<file path="src/rtl/exc_entry_pkg.sv">
package exc_entry_pkg;
   typedef enum logic [1:0] {
      ENT_NONE    = 2'd0,
      ENT_IRQ     = 2'd1,
      ENT_TRAP    = 2'd2,
      ENT_BLOCKED = 2'd3
   } entry_e;

   localparam int N_FORCED = 3;
endpackage

</file>
<file path="src/rtl/exc_entry_arb.sv">
module exc_entry_arb
   import exc_entry_pkg::*;
#(
   parameter int XLEN   = 32,
   parameter int BL_POS = 28
) (
   input  logic            irq_accept,
   input  logic            trap_req,
   input  logic [XLEN-1:0] cur_sr,
   output entry_e          sel
);
   logic blocked;
   assign blocked = cur_sr[BL_POS];

   always_comb begin
      sel = ENT_NONE;
      if (irq_accept || trap_req) begin
         if (blocked)         sel = ENT_BLOCKED;
         else if (irq_accept) sel = ENT_IRQ;
         else                 sel = ENT_TRAP;
      end
   end
endmodule

</file>
<file path="src/rtl/exc_entry_calc.sv">
module exc_entry_calc
   import exc_entry_pkg::*;
#(
   parameter int XLEN        = 32,
   parameter int MD_POS      = 30,
   parameter int RB_POS      = 29,
   parameter int BL_POS      = 28,
   parameter int IRQ_OFFSET  = 'h600,
   parameter int TRAP_OFFSET = 'h100,
   parameter int INSN_BYTES  = 2
) (
   input  entry_e          sel,
   input  logic [XLEN-1:0] cur_sr,
   input  logic [XLEN-1:0] cur_pc,
   input  logic [XLEN-1:0] cur_vbr,
   output logic [XLEN-1:0] nxt_pc,
   output logic [XLEN-1:0] nxt_sr,
   output logic [XLEN-1:0] nxt_spc
);
   localparam logic [XLEN-1:0] IRQ_OFF  = XLEN'(IRQ_OFFSET);
   localparam logic [XLEN-1:0] TRAP_OFF = XLEN'(TRAP_OFFSET);
   localparam logic [XLEN-1:0] STEP     = XLEN'(INSN_BYTES);
   localparam int FORCED_POS [N_FORCED] = '{MD_POS, RB_POS, BL_POS};

   logic [XLEN-1:0] force_mask;

   for (genvar g = 0; g < N_FORCED; g++) begin : g_force
      if (FORCED_POS[g] < 0 || FORCED_POS[g] >= XLEN)
         $error("forced status bit out of range");
      assign force_mask[FORCED_POS[g]] = 1'b1;
   end

   for (genvar b = 0; b < XLEN; b++) begin : g_fill
      if (b != MD_POS && b != RB_POS && b != BL_POS) begin : g_zero
         assign force_mask[b] = 1'b0;
      end
   end

   assign nxt_sr  = cur_sr | force_mask;
   assign nxt_pc  = cur_vbr + ((sel == ENT_TRAP) ? TRAP_OFF : IRQ_OFF);
   assign nxt_spc = (sel == ENT_TRAP) ? (cur_pc + STEP) : cur_pc;
endmodule

</file>
<file path="src/rtl/exc_entry_regs.sv">
module exc_entry_regs
   import exc_entry_pkg::*;
#(
   parameter int XLEN      = 32,
   parameter int CODE_W    = 12,
   parameter int TRAP_CODE = 'h160
) (
   input  logic              clk,
   input  logic              rst_n,
   input  entry_e            sel,
   input  logic [CODE_W-1:0] irq_code,
   input  logic [XLEN-1:0]   cur_sr,
   input  logic [XLEN-1:0]   cur_r15,
   input  logic [XLEN-1:0]   nxt_pc,
   input  logic [XLEN-1:0]   nxt_sr,
   input  logic [XLEN-1:0]   nxt_spc,
   output logic              ent_valid,
   output logic              ent_err,
   output logic              ent_is_trap,
   output logic [XLEN-1:0]   new_pc,
   output logic [XLEN-1:0]   new_sr,
   output logic [XLEN-1:0]   sav_sr,
   output logic [XLEN-1:0]   sav_pc,
   output logic [XLEN-1:0]   sav_gr,
   output logic [CODE_W-1:0] int_code,
   output logic [CODE_W-1:0] exc_code
);
   localparam logic [CODE_W-1:0] TRAP_EVT = CODE_W'(TRAP_CODE);

   logic taking;
   assign taking = (sel == ENT_IRQ) || (sel == ENT_TRAP);

   always_ff @(posedge clk) begin
      if (!rst_n) begin
         ent_valid   <= 1'b0;
         ent_err     <= 1'b0;
         ent_is_trap <= 1'b0;
         new_pc      <= '0;
         new_sr      <= '0;
         sav_sr      <= '0;
         sav_pc      <= '0;
         sav_gr      <= '0;
         int_code    <= '0;
         exc_code    <= '0;
      end else begin
         ent_valid <= taking;
         ent_err   <= (sel == ENT_BLOCKED);
         if (taking) begin
            ent_is_trap <= (sel == ENT_TRAP);
            new_pc      <= nxt_pc;
            new_sr      <= nxt_sr;
            sav_sr      <= cur_sr;
            sav_pc      <= nxt_spc;
            sav_gr      <= cur_r15;
         end
         if (sel == ENT_IRQ)  int_code <= irq_code;
         if (sel == ENT_TRAP) exc_code <= TRAP_EVT;
      end
   end
endmodule

</file>
<file path="src/rtl/exc_entry_seq.sv">
module exc_entry_seq
   import exc_entry_pkg::*;
#(
   parameter int XLEN        = 32,
   parameter int CODE_W      = 12,
   parameter int MD_POS      = 30,
   parameter int RB_POS      = 29,
   parameter int BL_POS      = 28,
   parameter int IRQ_OFFSET  = 'h600,
   parameter int TRAP_OFFSET = 'h100,
   parameter int TRAP_CODE   = 'h160,
   parameter int INSN_BYTES  = 2
) (
   input  logic              clk,
   input  logic              rst_n,
   input  logic              irq_accept,
   input  logic [CODE_W-1:0] irq_code,
   input  logic              trap_req,
   input  logic [XLEN-1:0]   cur_sr,
   input  logic [XLEN-1:0]   cur_pc,
   input  logic [XLEN-1:0]   cur_vbr,
   input  logic [XLEN-1:0]   cur_r15,
   output logic              ent_valid,
   output logic              ent_err,
   output logic              ent_is_trap,
   output logic [XLEN-1:0]   new_pc,
   output logic [XLEN-1:0]   new_sr,
   output logic [XLEN-1:0]   sav_sr,
   output logic [XLEN-1:0]   sav_pc,
   output logic [XLEN-1:0]   sav_gr,
   output logic [CODE_W-1:0] int_code,
   output logic [CODE_W-1:0] exc_code
);
   if (MD_POS == RB_POS || RB_POS == BL_POS || MD_POS == BL_POS)
      $error("status bit positions must differ");
   if (CODE_W < 9 || TRAP_CODE >= (1 << CODE_W))
      $error("event code width too small");
   if (INSN_BYTES <= 0)
      $error("instruction size must be positive");

   entry_e          sel;
   logic [XLEN-1:0] nxt_pc, nxt_sr, nxt_spc;

   exc_entry_arb #(.XLEN(XLEN), .BL_POS(BL_POS)) u_arb (
      .irq_accept(irq_accept), .trap_req(trap_req), .cur_sr(cur_sr), .sel(sel));

   exc_entry_calc #(
      .XLEN(XLEN), .MD_POS(MD_POS), .RB_POS(RB_POS), .BL_POS(BL_POS),
      .IRQ_OFFSET(IRQ_OFFSET), .TRAP_OFFSET(TRAP_OFFSET), .INSN_BYTES(INSN_BYTES)
   ) u_calc (
      .sel(sel), .cur_sr(cur_sr), .cur_pc(cur_pc), .cur_vbr(cur_vbr),
      .nxt_pc(nxt_pc), .nxt_sr(nxt_sr), .nxt_spc(nxt_spc));

   exc_entry_regs #(.XLEN(XLEN), .CODE_W(CODE_W), .TRAP_CODE(TRAP_CODE)) u_regs (
      .clk(clk), .rst_n(rst_n), .sel(sel), .irq_code(irq_code),
      .cur_sr(cur_sr), .cur_r15(cur_r15),
      .nxt_pc(nxt_pc), .nxt_sr(nxt_sr), .nxt_spc(nxt_spc),
      .ent_valid(ent_valid), .ent_err(ent_err), .ent_is_trap(ent_is_trap),
      .new_pc(new_pc), .new_sr(new_sr), .sav_sr(sav_sr), .sav_pc(sav_pc),
      .sav_gr(sav_gr), .int_code(int_code), .exc_code(exc_code));

   // accepted interrupt redirects to vector base plus interrupt offset
   p_irq_vector_r2: assert property (@(posedge clk) disable iff (!rst_n)
      (irq_accept && !cur_sr[BL_POS]) |=>
         (ent_valid && !ent_is_trap && new_pc == $past(cur_vbr) + XLEN'(IRQ_OFFSET)));

   // register copies
   p_save_copy_r3: assert property (@(posedge clk) disable iff (!rst_n)
      (irq_accept && !cur_sr[BL_POS]) |=>
         (sav_pc == $past(cur_pc) && sav_gr == $past(cur_r15) && sav_sr == $past(cur_sr)));

   // handler status has the three control bits set
   p_forced_bits_r4: assert property (@(posedge clk) disable iff (!rst_n)
      ent_valid |-> (new_sr[MD_POS] && new_sr[RB_POS] && new_sr[BL_POS]));

   // trap return address skips the trap instruction
   p_trap_ret_r7: assert property (@(posedge clk) disable iff (!rst_n)
      (trap_req && !irq_accept && !cur_sr[BL_POS]) |=>
         (ent_is_trap && sav_pc == $past(cur_pc) + XLEN'(INSN_BYTES)));

   // refused request leaves the save registers alone
   p_blocked_r8: assert property (@(posedge clk) disable iff (!rst_n)
      ((irq_accept || trap_req) && cur_sr[BL_POS]) |=>
         (ent_err && !ent_valid && $stable(sav_pc) && $stable(sav_sr) && $stable(new_pc)));

   // simultaneous requests keep the exception event register
   p_irq_wins_r9: assert property (@(posedge clk) disable iff (!rst_n)
      (irq_accept && trap_req && !cur_sr[BL_POS]) |=> $stable(exc_code));

   // quiet cycle produces no strobe
   p_idle_r10: assert property (@(posedge clk) disable iff (!rst_n)
      (!irq_accept && !trap_req) |=> (!ent_valid && !ent_err));
endmodule

</file>
<file path="config.mk">
export PLATFORM = sky130hd
export DESIGN_NAME = exc_entry_seq
export DESIGN_NICKNAME = d
export VERILOG_FILES = /design/src/rtl/exc_entry_pkg.sv /design/src/rtl/exc_entry_arb.sv /design/src/rtl/exc_entry_calc.sv /design/src/rtl/exc_entry_regs.sv /design/src/rtl/exc_entry_seq.sv
export SDC_FILE = /design/constraint.sdc
export NUM_CORES = 1
export LEC_CHECK = 0
export ABC_CLOCK_PERIOD_IN_PS = 2100
export BUFFER_PORTS_ARGS = -buffer_cell sky130_fd_sc_hd__buf_2
export CAP_MARGIN = 20
export CORE_MARGIN = 1.5
export CORE_UTILIZATION = 41
export DETAILED_ROUTE_END_ITERATION = 10
export GPL_TIMING_DRIVEN = 0
export PLACE_DENSITY = 0.76
export SLEW_MARGIN = 25
export SYNTH_ARGS = -nofsm -noshare
export SYNTH_HDL_FRONTEND = slang
export SYNTH_SLANG_ARGS = --single-unit
</file>
<file path="constraint.sdc">
create_clock -name clk -period 2.1 [get_ports clk]
set_input_delay 0.21 -clock clk [delete_from_list [all_inputs] [get_ports clk]]
set_output_delay 0.21 -clock clk [all_outputs]
set_load 0.03 [all_outputs]
</file>
### Word level (Yosys, flattened, before mapping)

Index checks and enable logic that the tools add are counted.

| cells by class | value |
|---|---|
| add/subtract/negate cells | 2 |
| $mul | 0 |
| divide/modulo/power cells | 0 |
| $lt $le $gt $ge | 0 |
| equal/unequal tests | 3 |
| shift operators | 0 |
| multiplexer cells | 5 |
| bitwise logic cells | 0 |
| reductions and logical operators | 2 |

Operators with widths:

| kind | count |
|---|---|
| adder 32 x 2 -> 32 bit, second input constant | 1 |
| adder 32 bit | 1 |
| two-way mux 32 bit | 1 |
| two-way mux 11 bit | 1 |
| two-way mux 2 bit | 3 |
| == test 2 bit, second input constant | 2 |
| == test 2 x 1 -> 1 bit, second input constant | 1 |
| logical OR 1 bit | 2 |

| storage, ports and cells | value |
|---|---|
| register bits | 176 |
| latch bits | 0 |
| memory bits (writable) | 0 |
| ROM bits | 0 |
| input port bits | 144 |
| output and inout bits | 187 |
| logic and storage cells | 22 |
| memories kept | 0 |

### Longest topological paths before layout

| logic depth | value |
|---|---|
| word-level depth | 6 |
| gate-level depth with buffers | 10 |
| gate-level depth less buffers | 8 |

### Cells and area by module

A second synthesis with hierarchy kept.

| second synthesis, totals | value |
|---|---|
| cells, all modules | 793 |
| area, all modules | 8,290.5 µm² |

By module, submodules not included:

| module | times used | cells each | area an instance (µm²) |
|---|---|---|---|
| exc_entry_regs | 1 | 581 | 6,732.7 |
| exc_entry_calc | 1 | 210 | 1,534.0 |
| exc_entry_arb | 1 | 2 | 23.8 |

### Worst setup path before layout

Ideal clock, no wire load.

| path | value |
|---|---|
| path kind | input-to-reg |
| from | in irq_accept |
| to | reg u_regs.new_pc[18] |
| setup time | 0.070 ns |
| arrival time | 2.010 ns |
| data required time | 2.030 ns |
| path slack | 0.021 ns |
| stages on the path | 10 |
| path buffers | 2 |
| cells stage by stage | buf_2 -> nor3b_2 -> buf_4 -> xnor2_1 -> ha_1 -> nand2_1 -> a211oi_2 -> nand4_1 -> xor2_1 -> a21oi_1 |

| on the way | value |
|---|---|
| word-level cells in the longest chain between the ends | 6 |

RTL lines:

| element | line | source |
|---|---|---|
| start: declaration | exc_entry_seq.sv:16 | `input logic irq_accept,` |
| two-way mux 2 bit | exc_entry_arb.sv:19 | `else if (irq_accept) sel = ENT_IRQ;` |
| two-way mux 2 bit | exc_entry_arb.sv:18 | `if (blocked) sel = ENT_BLOCKED;` |
| two-way mux 2 bit * | exc_entry_arb.sv:17 | `if (irq_accept \|\| trap_req) begin` |
| == test 2 bit | exc_entry_calc.sv:40, exc_entry_regs.sv:31 |  |
| two-way mux 11 bit | exc_entry_calc.sv:40 | `assign nxt_pc = cur_vbr + ((sel == ENT_TRAP) ? TRAP_OFF : IRQ_OFF);` |
| adder 32 bit | exc_entry_calc.sv:40 |  |
| end signal: assignment | exc_entry_regs.sv:50 | `new_pc <= nxt_pc;` |
| end: declaration | exc_entry_regs.sv:20 | `output logic [XLEN-1:0] new_pc,` |

Mark *: on every way between the ends. The rest lies on a longest branch, timed or not.
A chain may end at the register's enable or synchronous reset.

### Final worst setup path

| path | value |
|---|---|
| from | in cur_sr[28] |
| to | reg u_regs.new_pc[12] |

| on the way | value |
|---|---|
| word-level cells in the longest chain between the ends | 5 |

RTL lines:

| element | line | source |
|---|---|---|
| start: declaration | exc_entry_seq.sv:19 | `input logic [XLEN-1:0] cur_sr,` |
| two-way mux 2 bit * | exc_entry_arb.sv:18 |  |
| two-way mux 2 bit * | exc_entry_arb.sv:17 |  |
| == test 2 bit | exc_entry_calc.sv:40, exc_entry_regs.sv:31 |  |
| two-way mux 11 bit | exc_entry_calc.sv:40 |  |
| adder 32 bit | exc_entry_calc.sv:40 |  |

Marked as above.

==> summary.txt <==
Run status
  • Status: complete, no violations

Timing
  • Clock skew: 0 ps
  • Maximum clock rate: 503 MHz
  • Slew @ Worst Pin: 791 ps
  • Fin crit share: 0.947
  • Final min period: 1990 ps
  • Hold Fails Final Rpt: 0
  • Max-slew headroom: 0.473
  • Sum Neg Setup Slack: 0 ps
  • RSZ-0062 raised after global routing: false
  • Hold Slack: 26.0 ps
  • Setup violations, final: 0
  • Slew Viols, Final: 0

Worst setup path
  • CP top delay family: simple AND/OR/NAND/NOR gates
  • Worst Path Max Fanout: 10
  • Cell repeated most along the worst path: xnor2_1
  • Max incr delay on CP: 360 ps
  • Crit path buffers/inverters: 2
  • Crit path max-delay cell type: nor3_1
  • Crit-path cells: buf_2 -> nor3b_4 -> buf_4 -> xnor2_1 -> ha_1 -> nor3_1 -> a21o_1 -> nor2_1 -> xnor2_1 -> a21oi_1
  • Worst EP required: 2380 ps
  • Crit Path Class: input port to flip-flop
  • Startpoint Class: input port
  • CP Capture Type: flip-flop
  • Reg2reg setup slack: 1390 ps
  • Worst endpoint data arrival time: 2270 ps

Place
  • PortBufs: 320
  • HPWL after DPL: 16600 µm
  • GPL Wtd Cong: 0.849

Logic synthesis
  • Cell count after synthesis: 803
  • YS warnings: 0
  • Post-synth EDFFs: 0
  • Avg Synthesized Cell Area: 7.97 µm²
  • #FFs+latches synth: 145
  • Synth Cell Area: 6400 µm²
  • Synth Flop Type: dfxtp_1
  • Ys async rst share: 0
  • Count of different cell masters after synthesis: 46
  • Sequential area share after synthesis: 0.454

Route
  • DR pass1 iterations: 5
  • DRT iter0 DRCs: 322
  • ANT nets after route: 0
  • Via density: 4.97
  • Via count: 6721
  • Average wire per standard cell: 15.9 µm
  • DRC viols: 0
  • Drt total wl: 21500 µm

Pwr
  • Lkg Pwr: 4.21 nW
  • PwrDens: 873 nW/µm²
  • Peak VDD IR: 666 µV

Finish
  • # diodes: 0
  • Nets: 1297
  • Area growth from synthesis to layout: 39.6%
  • Fillers: 1421
  • Share of layout cells above drive strength 1: 0.358

Clock network
  • TritonCTS buffer count: 17
  • H-Tree Depth: 4
  • Worst-Skew Late Latency: 410 ps
  • Cts hold-fix bufs: 0
  • Clock transition at the registers of the reported paths: 60 ps
  • Maximum clock path buffer count: 2
  • Clock Sinks: 145
  • CTS tree: done
  • CTS Root Cell: clkbuf_16

Global route
  • Initial antenna violation count: 0
  • First-pass GRT wire length: 32500 µm
  • Total GRT Usage: 0.255
  • Vias in the first global route: 6222
  • Pin count of the biggest net entering global routing: 17
  • Aggregate global routing overflow: 0

Die
  • DIE AREA: 16400 µm²
  • Core Region: 15200 µm²
  • # IOs: 331
  • Initial core utilization: 0.421
  • Die Y: 128 µm
  • Rows: 45
  • Die Width: 128 µm

Worst hold path
  • Hold Path Class: input port to flip-flop

Run
  • Max Cap Viol: 0
==> synth_stat cells, drive strengths merged, types with 4 or more instances <==
cell type,number,area share
a211oi,4,0.0055
a21oi,128,0.10
and3,4,0.0039
and4,7,0.0096
buf,49,0.055
clkbuf,41,0.024
dfxtp,145,0.45
inv,11,0.0065
nand2,204,0.12
nand3,23,0.018
nand4,13,0.016
nor2,28,0.016
nor3,16,0.013
nor4,9,0.020
o21ai,49,0.038
xnor2,34,0.047
xor2,14,0.019
==> layout by cell type, fill, tap and decap left out, drive strengths merged <==
master,instances
a21oi,128
nand4,13
mux2i,1
a211oi,4
xor2,14
a31oi,1
o21ai,49
inv,12
or3,1
dfxtp,145
conb,9
clkbuf,64
o31ai,1
a211o,1
a311oi,1
nor4bb,1
a21o,1
o211ai,1
nor4,9
o22ai,3
clkinv,3
bufinv,5
nor3,16
ha,2
and4bb,1
buf,370
and3,4
and4,7
nor2,28
xnor2,34
nand3,23
nor3b,1
o2111a,1
and2,3
nand2,204
or4,3
==> sequential cells by signal, summed over array words and instances (netlist names) <==
register            flops
u_regs.int_code        12
u_regs.ent_valid        1
u_regs.ent_err          1
u_regs.new_sr           1
u_regs.new_pc          32
u_regs.sav_pc          32
u_regs.ent_is_trap      1
u_regs.sav_gr          32
u_regs.sav_sr          32
u_regs.exc_code         1
==> kinds of logic (layout without fill, tap and decap cells) <==
kind of cell,after synthesis,count (layout),share of synthesized area
other cells,1,9,0.000586
mux,1,1,0.00157
simple gates,314,314,0.232
flops,145,145,0.454
compound gates,191,191,0.157
buf+inv,101,454,0.0851
xor+xnor,48,48,0.0657
fa+ha+maj,2,2,0.00391
==> per-layer routing <==
metal	up-vias	track usage	part of all wire
met5	-	0	0
met4	0	0.103	0.022
met3	28	0.0755	0.076
met2	251	0.437	0.49
met1	3086	0.298	0.42
li1	3356	-	-
==> report_power, final <==
group	switching (W)	internal (W)	total [W]
combinational	0.000974	0.000458	0.00143
sequential	0.0000936	0.00293	0.00302
clock	0.00116	0.00218	0.00334
total	0.00223	0.00556	0.00779
==> metrics by stage <==
| step | utilization | power (W) | std cells | setup slack (ps) | cell area (µm²) |
|---|---|---|---|---|---|
| after global routing | 0.587 | 0.00807 | 1352 | 21.9 | 8930 |
| after detailed placement | 0.544 | 0.00450 | 1319 | -442 | 8260 |
| after floorplan | - | 0.00395 | 811 | 20.6 | 6430 |
| after CTS | 0.587 | 0.00784 | 1351 | 81.3 | 8920 |
| after global placement | 0.544 | 0.00449 | 1319 | -367 | 8260 |
| final | 0.587 | 0.00779 | 1352 | 111 | 8930 |
==> tightest hold or removal path, stage by stage <==
cell and delay [ps]:
buf_2 90, nand2_1 40, a21oi_1 50
==> cell type report <==
type / count / area, µm² / share of cell area
Clock buffer: 23 / 468 / 0.0524
Timing Repair Buffer: 321 / 1610 / 0.180
Multi-Input combinational cell: 565 / 2990 / 0.335
Buffer: 90 / 503 / 0.0563
Inverter: 11 / 41.3 / 0.00462
Sequential cell: 145 / 2900 / 0.325
Tap cell: 188 / 235 / 0.0263
Clock inverter: 9 / 178 / 0.0199
==> what timing repair did <==
action | 4_1_cts | 5_1_grt
buffers inserted | 0 | 1
endpoints found under the setup margin | 4 | 3
pin swaps | 0 | 1
resized for setup | 2 | 0
==> worst paths after layout <==
check	start	to	cells after the start
hold / removal	cur_sr[13]	u_regs.sav_sr[13]	3
hold reg to reg	u_regs.new_pc[0]	u_regs.new_pc[0]	2
setup / recovery	cur_sr[28]	u_regs.new_pc[12]	10
setup reg to reg	u_regs.new_pc[14]	u_regs.new_pc[14]	2
No activity file was read; power rests on OpenSTA's default activity.
